## src/rtl/core_pkg.sv

```systemverilog
package core_pkg;

    typedef enum logic [2:0] {
        OP_ADD   = 3'd0,
        OP_NOR   = 3'd1,
        OP_LOAD  = 3'd2,
        OP_STORE = 3'd3,
        OP_BEQ   = 3'd4,
        OP_JLINK = 3'd5,
        OP_HALT  = 3'd6,
        OP_NOP   = 3'd7
    } opcode_e;

    typedef enum logic [2:0] {
        ST_FETCH,
        ST_DECODE,
        ST_EXEC,
        ST_MEM,
        ST_WB,
        ST_STOP
    } state_e;

    typedef enum logic {
        ALU_ADD,
        ALU_NOR
    } alu_op_e;

    localparam int OPC_LSB = 22;
    localparam int OPC_W   = 3;
    localparam int RA_LSB  = 19;
    localparam int RB_LSB  = 16;
    localparam int RD_LSB  = 0;
    localparam int OFF_W   = 16;

endpackage

```

## src/rtl/core_sext.sv

```systemverilog
module core_sext #(
    parameter int IN_W  = 16,
    parameter int OUT_W = 32
) (
    input  logic [IN_W-1:0]  val_in,
    output logic [OUT_W-1:0] val_out
);
    localparam int EXT_W = OUT_W - IN_W;

    generate
        if (EXT_W > 0) begin : g_ext
            assign val_out = {{EXT_W{val_in[IN_W-1]}}, val_in};
        end else begin : g_pass
            assign val_out = val_in[OUT_W-1:0];
        end
    endgenerate
endmodule

```

## src/rtl/core_alu.sv

```systemverilog
module core_alu
    import core_pkg::*;
#(
    parameter int W = 32
) (
    input  alu_op_e      op,
    input  logic [W-1:0] opnd_x,
    input  logic [W-1:0] opnd_y,
    input  logic [W-1:0] cmp_a,
    input  logic [W-1:0] cmp_b,
    output logic [W-1:0] result,
    output logic         equal
);
    always_comb begin
        unique case (op)
            ALU_NOR: result = ~(opnd_x | opnd_y);
            default: result = opnd_x + opnd_y;
        endcase
        equal = (cmp_a == cmp_b);
    end
endmodule

```

## src/rtl/core_regfile.sv

```systemverilog
module core_regfile #(
    parameter int W    = 32,
    parameter int N    = 8,
    localparam int AW  = $clog2(N)
) (
    input  logic          clk,
    input  logic          rst_n,
    input  logic [AW-1:0] rsel_a,
    input  logic [AW-1:0] rsel_b,
    output logic [W-1:0]  rval_a,
    output logic [W-1:0]  rval_b,
    input  logic          wr_en,
    input  logic [AW-1:0] wr_sel,
    input  logic [W-1:0]  wr_val,
    input  logic [AW-1:0] peek_sel,
    output logic [W-1:0]  peek_val
);
    logic [N*W-1:0] bank;

    generate
        for (genvar i = 0; i < N; i++) begin : g_reg
            if (i == 0) begin : g_zero
                assign bank[W-1:0] = '0;
            end else begin : g_store
                logic [W-1:0] val_d;
                logic [W-1:0] val_q;

                always_comb begin
                    val_d = val_q;
                    if (wr_en && (wr_sel == AW'(i))) begin
                        val_d = wr_val;
                    end
                end

                always_ff @(posedge clk or negedge rst_n) begin
                    if (!rst_n) begin
                        val_q <= '0;
                    end else begin
                        val_q <= val_d;
                    end
                end

                assign bank[i*W +: W] = val_q;
            end
        end
    endgenerate

    assign rval_a   = bank[rsel_a*W +: W];
    assign rval_b   = bank[rsel_b*W +: W];
    assign peek_val = bank[peek_sel*W +: W];
endmodule

```

## src/rtl/core_ctrl.sv

```systemverilog
module core_ctrl
    import core_pkg::*;
#(
    parameter int XLEN   = 32,
    parameter int ADDR_W = 16,
    parameter int RSEL_W = 3
) (
    input  logic              clk,
    input  logic              rst_n,
    output logic [ADDR_W-1:0] mem_addr,
    output logic [XLEN-1:0]   mem_wdata,
    output logic              mem_we,
    input  logic [XLEN-1:0]   mem_rdata,
    output logic              halted,
    output logic [RSEL_W-1:0] rf_sel_a,
    output logic [RSEL_W-1:0] rf_sel_b,
    input  logic [XLEN-1:0]   rf_val_a,
    input  logic [XLEN-1:0]   rf_val_b,
    output logic              rf_we,
    output logic [RSEL_W-1:0] rf_wsel,
    output logic [XLEN-1:0]   rf_wval,
    output alu_op_e           alu_op,
    output logic [XLEN-1:0]   alu_x,
    output logic [XLEN-1:0]   alu_y,
    output logic [XLEN-1:0]   alu_ca,
    output logic [XLEN-1:0]   alu_cb,
    input  logic [XLEN-1:0]   alu_res,
    input  logic              alu_eq,
    output logic [OFF_W-1:0]  imm_raw,
    input  logic [XLEN-1:0]   imm_ext
);
    typedef struct packed {
        state_e          st;
        logic [XLEN-1:0] pc;
        logic [XLEN-1:0] ir;
        logic [XLEN-1:0] opa;
        logic [XLEN-1:0] opb;
        logic [XLEN-1:0] res;
    } ctrl_t;

    ctrl_t q, d;

    logic [XLEN-1:0]   instr;
    opcode_e           opc;
    logic [RSEL_W-1:0] fld_a;
    logic [RSEL_W-1:0] fld_b;
    logic [RSEL_W-1:0] fld_d;

    // In decode the word arrives straight from memory; later states use IR.
    always_comb begin
        instr = (q.st == ST_DECODE) ? mem_rdata : q.ir;
        opc   = opcode_e'(instr[OPC_LSB +: OPC_W]);
        fld_a = instr[RA_LSB +: RSEL_W];
        fld_b = instr[RB_LSB +: RSEL_W];
        fld_d = instr[RD_LSB +: RSEL_W];
    end

    always_comb begin
        d         = q;
        mem_addr  = q.pc[ADDR_W-1:0];
        mem_wdata = q.opb;
        mem_we    = 1'b0;
        halted    = 1'b0;
        rf_sel_a  = fld_a;
        rf_sel_b  = fld_b;
        rf_we     = 1'b0;
        rf_wsel   = fld_d;
        rf_wval   = q.res;
        alu_op    = ALU_ADD;
        alu_x     = q.opa;
        alu_y     = imm_ext;
        alu_ca    = q.opa;
        alu_cb    = q.opb;
        imm_raw   = instr[OFF_W-1:0];

        unique case (q.st)
            ST_FETCH: begin
                d.pc = q.pc + XLEN'(1);
                d.st = ST_DECODE;
            end

            ST_DECODE: begin
                d.ir  = mem_rdata;
                d.opa = rf_val_a;
                d.opb = rf_val_b;
                case (opc)
                    OP_HALT: d.st = ST_STOP;
                    OP_NOP:  d.st = ST_FETCH;
                    default: d.st = ST_EXEC;
                endcase
            end

            ST_EXEC: begin
                case (opc)
                    OP_ADD, OP_NOR: begin
                        alu_op = (opc == OP_NOR) ? ALU_NOR : ALU_ADD;
                        alu_y  = q.opb;
                        d.res  = alu_res;
                        d.st   = ST_WB;
                    end
                    OP_LOAD, OP_STORE: begin
                        d.res = alu_res;
                        d.st  = ST_MEM;
                    end
                    OP_BEQ: begin
                        alu_x = q.pc;
                        if (alu_eq) begin
                            d.pc = alu_res;
                        end
                        d.st = ST_FETCH;
                    end
                    OP_JLINK: begin
                        d.res = q.pc;
                        d.pc  = q.opa;
                        d.st  = ST_WB;
                    end
                    default: d.st = ST_FETCH;
                endcase
            end

            ST_MEM: begin
                mem_addr = q.res[ADDR_W-1:0];
                if (opc == OP_STORE) begin
                    mem_we = 1'b1;
                    d.st   = ST_FETCH;
                end else begin
                    d.st = ST_WB;
                end
            end

            ST_WB: begin
                rf_we = 1'b1;
                case (opc)
                    OP_LOAD: begin
                        rf_wsel = fld_b;
                        rf_wval = mem_rdata;
                    end
                    OP_JLINK: begin
                        rf_wsel = fld_b;
                    end
                    default: ;
                endcase
                d.st = ST_FETCH;
            end

            ST_STOP: begin
                halted = 1'b1;
            end

            default: d.st = ST_FETCH;
        endcase
    end

    always_ff @(posedge clk or negedge rst_n) begin
        if (!rst_n) begin
            q.st  <= ST_FETCH;
            q.pc  <= '0;
            q.ir  <= '0;
            q.opa <= '0;
            q.opb <= '0;
            q.res <= '0;
        end else begin
            q <= d;
        end
    end
endmodule

```

## src/rtl/mc_core.sv

```systemverilog
module mc_core
    import core_pkg::*;
#(
    parameter int XLEN   = 32,
    parameter int ADDR_W = 16,
    parameter int NREG   = 8,
    localparam int RSEL_W = $clog2(NREG)
) (
    input  logic              clk,
    input  logic              rst_n,
    output logic [ADDR_W-1:0] mem_addr,
    output logic [XLEN-1:0]   mem_wdata,
    output logic              mem_we,
    input  logic [XLEN-1:0]   mem_rdata,
    output logic              halted,
    input  logic [RSEL_W-1:0] dbg_sel,
    output logic [XLEN-1:0]   dbg_data
);
    logic [RSEL_W-1:0] rf_sel_a, rf_sel_b, rf_wsel;
    logic [XLEN-1:0]   rf_val_a, rf_val_b, rf_wval;
    logic              rf_we;
    alu_op_e           alu_op;
    logic [XLEN-1:0]   alu_x, alu_y, alu_ca, alu_cb, alu_res;
    logic              alu_eq;
    logic [OFF_W-1:0]  imm_raw;
    logic [XLEN-1:0]   imm_ext;

    core_ctrl #(.XLEN(XLEN), .ADDR_W(ADDR_W), .RSEL_W(RSEL_W)) u_ctrl (
        .clk(clk), .rst_n(rst_n),
        .mem_addr(mem_addr), .mem_wdata(mem_wdata), .mem_we(mem_we),
        .mem_rdata(mem_rdata), .halted(halted),
        .rf_sel_a(rf_sel_a), .rf_sel_b(rf_sel_b),
        .rf_val_a(rf_val_a), .rf_val_b(rf_val_b),
        .rf_we(rf_we), .rf_wsel(rf_wsel), .rf_wval(rf_wval),
        .alu_op(alu_op), .alu_x(alu_x), .alu_y(alu_y),
        .alu_ca(alu_ca), .alu_cb(alu_cb),
        .alu_res(alu_res), .alu_eq(alu_eq),
        .imm_raw(imm_raw), .imm_ext(imm_ext)
    );

    core_regfile #(.W(XLEN), .N(NREG)) u_rf (
        .clk(clk), .rst_n(rst_n),
        .rsel_a(rf_sel_a), .rsel_b(rf_sel_b),
        .rval_a(rf_val_a), .rval_b(rf_val_b),
        .wr_en(rf_we), .wr_sel(rf_wsel), .wr_val(rf_wval),
        .peek_sel(dbg_sel), .peek_val(dbg_data)
    );

    core_alu #(.W(XLEN)) u_alu (
        .op(alu_op), .opnd_x(alu_x), .opnd_y(alu_y),
        .cmp_a(alu_ca), .cmp_b(alu_cb),
        .result(alu_res), .equal(alu_eq)
    );

    core_sext #(.IN_W(OFF_W), .OUT_W(XLEN)) u_sext (
        .val_in(imm_raw), .val_out(imm_ext)
    );
endmodule

```

## config.mk

```make
export PLATFORM = sky130hd
export DESIGN_NAME = mc_core
export DESIGN_NICKNAME = d
export VERILOG_FILES = /design/src/rtl/core_pkg.sv /design/src/rtl/core_sext.sv /design/src/rtl/core_alu.sv /design/src/rtl/core_regfile.sv /design/src/rtl/core_ctrl.sv /design/src/rtl/mc_core.sv
export SDC_FILE = /design/constraint.sdc
export NUM_CORES = 1
export LEC_CHECK = 0
export ABC_AREA = 1
export ABC_CLOCK_PERIOD_IN_PS = 8200
export BUFFER_PORTS_ARGS = -buffer_cell sky130_fd_sc_hd__buf_2
export CAP_MARGIN = 25
export CELL_PAD_IN_SITES_DETAIL_PLACEMENT = 0
export CELL_PAD_IN_SITES_GLOBAL_PLACEMENT = 2
export CORE_MARGIN = 2
export CORE_UTILIZATION = 39
export CTS_BUF_LIST = sky130_fd_sc_hd__clkbuf_4
export DETAILED_ROUTE_END_ITERATION = 8
export PLACE_DENSITY_LB_ADDON = 0.1
export SYNTH_ARGS = -nofsm -noshare
export SYNTH_HDL_FRONTEND = slang
export SYNTH_SLANG_ARGS = --single-unit
```

## constraint.sdc

```tcl
create_clock -name clk -period 8.2 [get_ports clk]
set_input_delay 1.23 -clock clk [delete_from_list [all_inputs] [get_ports clk]]
set_output_delay 1.23 -clock clk [all_outputs]
set_load 0.005 [all_outputs]
```

==> results.json <==
{
  "grt_usage": 0.325,
  "core-area_um2": 67300,
  "io_buffers": 118,
  "grt_pass1_wl_mm": 173,
  "worst_path_max_delay_cell": "buf_4",
  "critPathArrivalTime_ns": 5.98,
  "drt_iter0_markers": 3044,
  "yosys_register_bits": 380,
  "cts_root_buffer": "clkbuf_4",
  "gr-total-overflow": 0,
  "synth_edf_count": 0,
  "synth.area.top_cells": "dfrtp_1, nand2_1, o21ai_0, a21oi_1, nand3_1",
  "num_rows": 95,
  "p_leak_nw": 14.9,
  "ant_nets": 0,
  "syn_area_um2": 26600,
  "clkLatencyLatePin_ns": 0.88,
  "syn_inst": 3990,
  "syn_nets": 4092,
  "maxSlewViolCount": 0,
  "gp_congestion": 0.926,
  "synth_area_leader_cell": "dfrtp_1",
  "grt_max_degree": 195,
  "cts_tree": "built",
  "fillers": 7262,
  "htree_num_levels": 3,
  "die_w_um": 265,
  "drtPass1Iterations": 6,
  "start_kind": "flip-flop",
  "io_pins": 119,
  "hpwl_mm": 75.3,
  "cts_resized": 0,
  "fin_crit_sh": 0.639,
  "drcViolationCount": 0,
  "critical_path.cell_chain": "inv_2 -> nand3_2 -> buf_4 -> nand2_1 -> o21ai_2 -> nand3_1 -> nor2_1 -> clkinv_1 -> buf_4 -> o21ai_0 -> inv_1 -> ha_1 -> nand2_1 -> inv_1 -> a21oi_1 -> nand3_1 -> nand2_1 -> nand3_1 -> nand3_1 -> nand2_1 -> nand2_1 -> nand2_1 -> a21oi_1",
  "synth_cell_types": 42,
  "cpPeakStageDelay_ns": 0.50,
  "finClkSkew_ns": 0.0675,
  "clk_pin_slew_ns": 0.06,
  "fin_tns_setup_ns": 0,
  "dp_cells": 4736,
  "area_delta_synth_final_pct": 8.90,
  "ir_worst_vdd_uv": 73.8,
  "yosysSeqAreaShare": 0.358,
  "die_y_um": 265,
  "slew_headroom": 0.222,
  "totalWireLength_mm": 116,
  "min_path_type": "primary input to asynchronous set/reset pin",
  "register_area_um2": 9510,
  "hold_slack_ns": 0.385,
  "dieArea_um2": 70200,
  "drive_gt1_frac": 0.0961,
  "synth-main-ff-cell": "dfrtp_1",
  "endpoint_kind": "flip-flop",
  "tightest_slew_ns": 1.17,
  "crit_path_frequent_cell": "nand2_1",
  "cp_num_buf_inv": 6,
  "fin_cells": 4933,
  "num_vias": 28500,
  "p_per_area_nw_per_um2": 136,
  "rsz0062_at_grt": "no",
  "multi_input_area_um2": 14200,
  "required_ns": 8.94,
  "grt_pass1_vias": 27500,
  "critPathTopFamily": "simple AND/OR/NAND/NOR gates",
  "clock-sinks": 380,
  "crit_type": "flip-flop to flip-flop",
  "timing.final.crit_period_ns": 5.24,
  "finalHoldViolations": 0,
  "yosys_warnings": 0,
  "cts_setup_buffers": 0,
  "synthArstFlopShare": 1.00,
  "synth_area_per_cell_um2": 6.66,
  "status": "finished clean",
  "antenna_found_initial": 4,
  "numCtsBuffers": 110,
  "vias_per_cell": 5.78,
  "setup_viol": 0,
  "cts_buffer_depth": 3,
  "nets": 4078,
  "critPathMaxFanout": 62,
  "initial_core_util": 0.395,
  "drv_cap": 0,
  "clock.fmax_mhz": 191,
  "synth.top_cell.area_share": 0.358,
  "ctsHoldBuffers": 0,
  "wl_per_cell_um": 23.5
}
logic make-up (layout without fill, tap and decap cells):
| logic type | count (synthesis) | count (layout) | synth area share |
|---|---|---|---|
| AO/OA/AOI/OAI | 1103 | 1103 | 0.222 |
| XOR/XNOR | 42 | 42 | 0.0139 |
| adder cells (fa/ha/maj) | 65 | 65 | 0.0309 |
| buffers and inverters | 732 | 800 | 0.111 |
| flip-flops | 380 | 380 | 0.358 |
| multiplexers | 12 | 12 | 0.00509 |
| other | 0 | 2 | 0 |
| AND/OR/NAND/NOR | 1656 | 1656 | 0.258 |
placed cells by master, fill, tap and decap left out, drive strengths merged, types with 37 or more instances in the layout:
cell,Yosys,routed
nand2,1012,1012
o21ai,544,544
inv,434,433
a21oi,399,399
nand3,389,389
dfrtp,380,380
nor2,190,190
buf,142,170
clkbuf,154,161
o211ai,106,106
ha,64,64
xor2,37,37
state kept, by name, indices dropped and copies added, names as in the netlist:
| register | count |
|---|---|
| u_ctrl.q | 92 |
| u_ctrl.alu_ca | 32 |
| u_rf.g.g_store.val_q | 224 |
| u_ctrl.alu_cb | 32 |
metrics by stage:
stage / utilization / instance area [µm²] / power, mW / worst slack, ns
finish: 0.430 / 28900 / 3.92 / 2.96
detailed placement: 0.409 / 27500 / 2.07 / 2.93
CTS: 0.430 / 28900 / 3.97 / 2.94
global placement: 0.408 / 27500 / 2.07 / 2.97
floorplan: - / 26600 / 1.97 / 4.12
global route: 0.430 / 28900 / 4.07 / 2.52
synthesized netlist by cell type (all sizes together), types with 27 or more instances:
cell type,instances
buf,142
nand2,1012
o21ai,544
nor3,27
clkbuf,154
a21oi,399
o211ai,106
xor2,37
ha,64
inv,434
a31oi,33
nand3,389
dfrtp,380
nor2,190
routing by layer:
metal | GRT usage | up-vias | wire, µm
met3 | 0.0589 | 234 | 9840
li1 | - | 13200 | -
met2 | 0.506 | 1338 | 51500
met4 | 0.124 | 0 | 3900
met1 | 0.449 | 13800 | 50700
met5 | 0 | - | 0
worst register-to-register path: stages, from the launching register on:
cell and delay (ns):
dfrtp_1 0.47, inv_2 0.09, nand3_2 0.37, buf_4 0.50, nand2_1 0.13, o21ai_2 0.15
nand3_1 0.17, nor2_1 0.24, clkinv_1 0.10, buf_4 0.33, o21ai_0 0.40, inv_1 0.08
ha_1 0.33, nand2_1 0.10, inv_1 0.05, a21oi_1 0.43, nand3_1 0.34, nand2_1 0.25
nand3_1 0.10, nand3_1 0.10, nand2_1 0.13, nand2_1 0.08, nand2_1 0.05, a21oi_1 0.17
area by class of cell:
class,count,share of cell area
clock buffer,161,0.0418
tap,873,0.0378
antenna,2,0.000173
inverter,436,0.0567
sequential,380,0.329
timing repair buffer,170,0.0365
clock inverter,33,0.00714
multi-input combinational,2878,0.491
report_power, final:
part	switching [mW]	total [mW]	internal [mW]	leakage [nW]
Combinational	0.121	0.161	0.0395	9.21
Clock	0.903	1.89	0.984	0.837
Sequential	0	1.87	1.87	4.84
path summary, 6_finish.rpt:
kind	from	to	slack (ns)	depth (start not counted)
max	u_ctrl.q[162]$_DFFE_PN0N_	u_ctrl.q[156]$_DFFE_PN0P_	2.96	23
min	rst_n	u_rf.g_reg[4].g_store.val_q[11]$_DFFE_PN0P_	0.38	1
max reg2reg	u_ctrl.q[162]$_DFFE_PN0N_	u_ctrl.q[156]$_DFFE_PN0P_	2.96	23
min reg2reg	u_rf.g_reg[5].g_store.val_q[22]$_DFFE_PN0P_	u_rf.g_reg[5].g_store.val_q[22]$_DFFE_PN0P_	0.47	2
max in group asynchronous	rst_n	u_rf.g_reg[7].g_store.val_q[30]$_DFFE_PN0P_	6.27	2
min in group clk	u_rf.g_reg[5].g_store.val_q[22]$_DFFE_PN0P_	u_rf.g_reg[5].g_store.val_q[22]$_DFFE_PN0P_	0.47	2
Note: power is estimated with default switching activity, not from simulation.
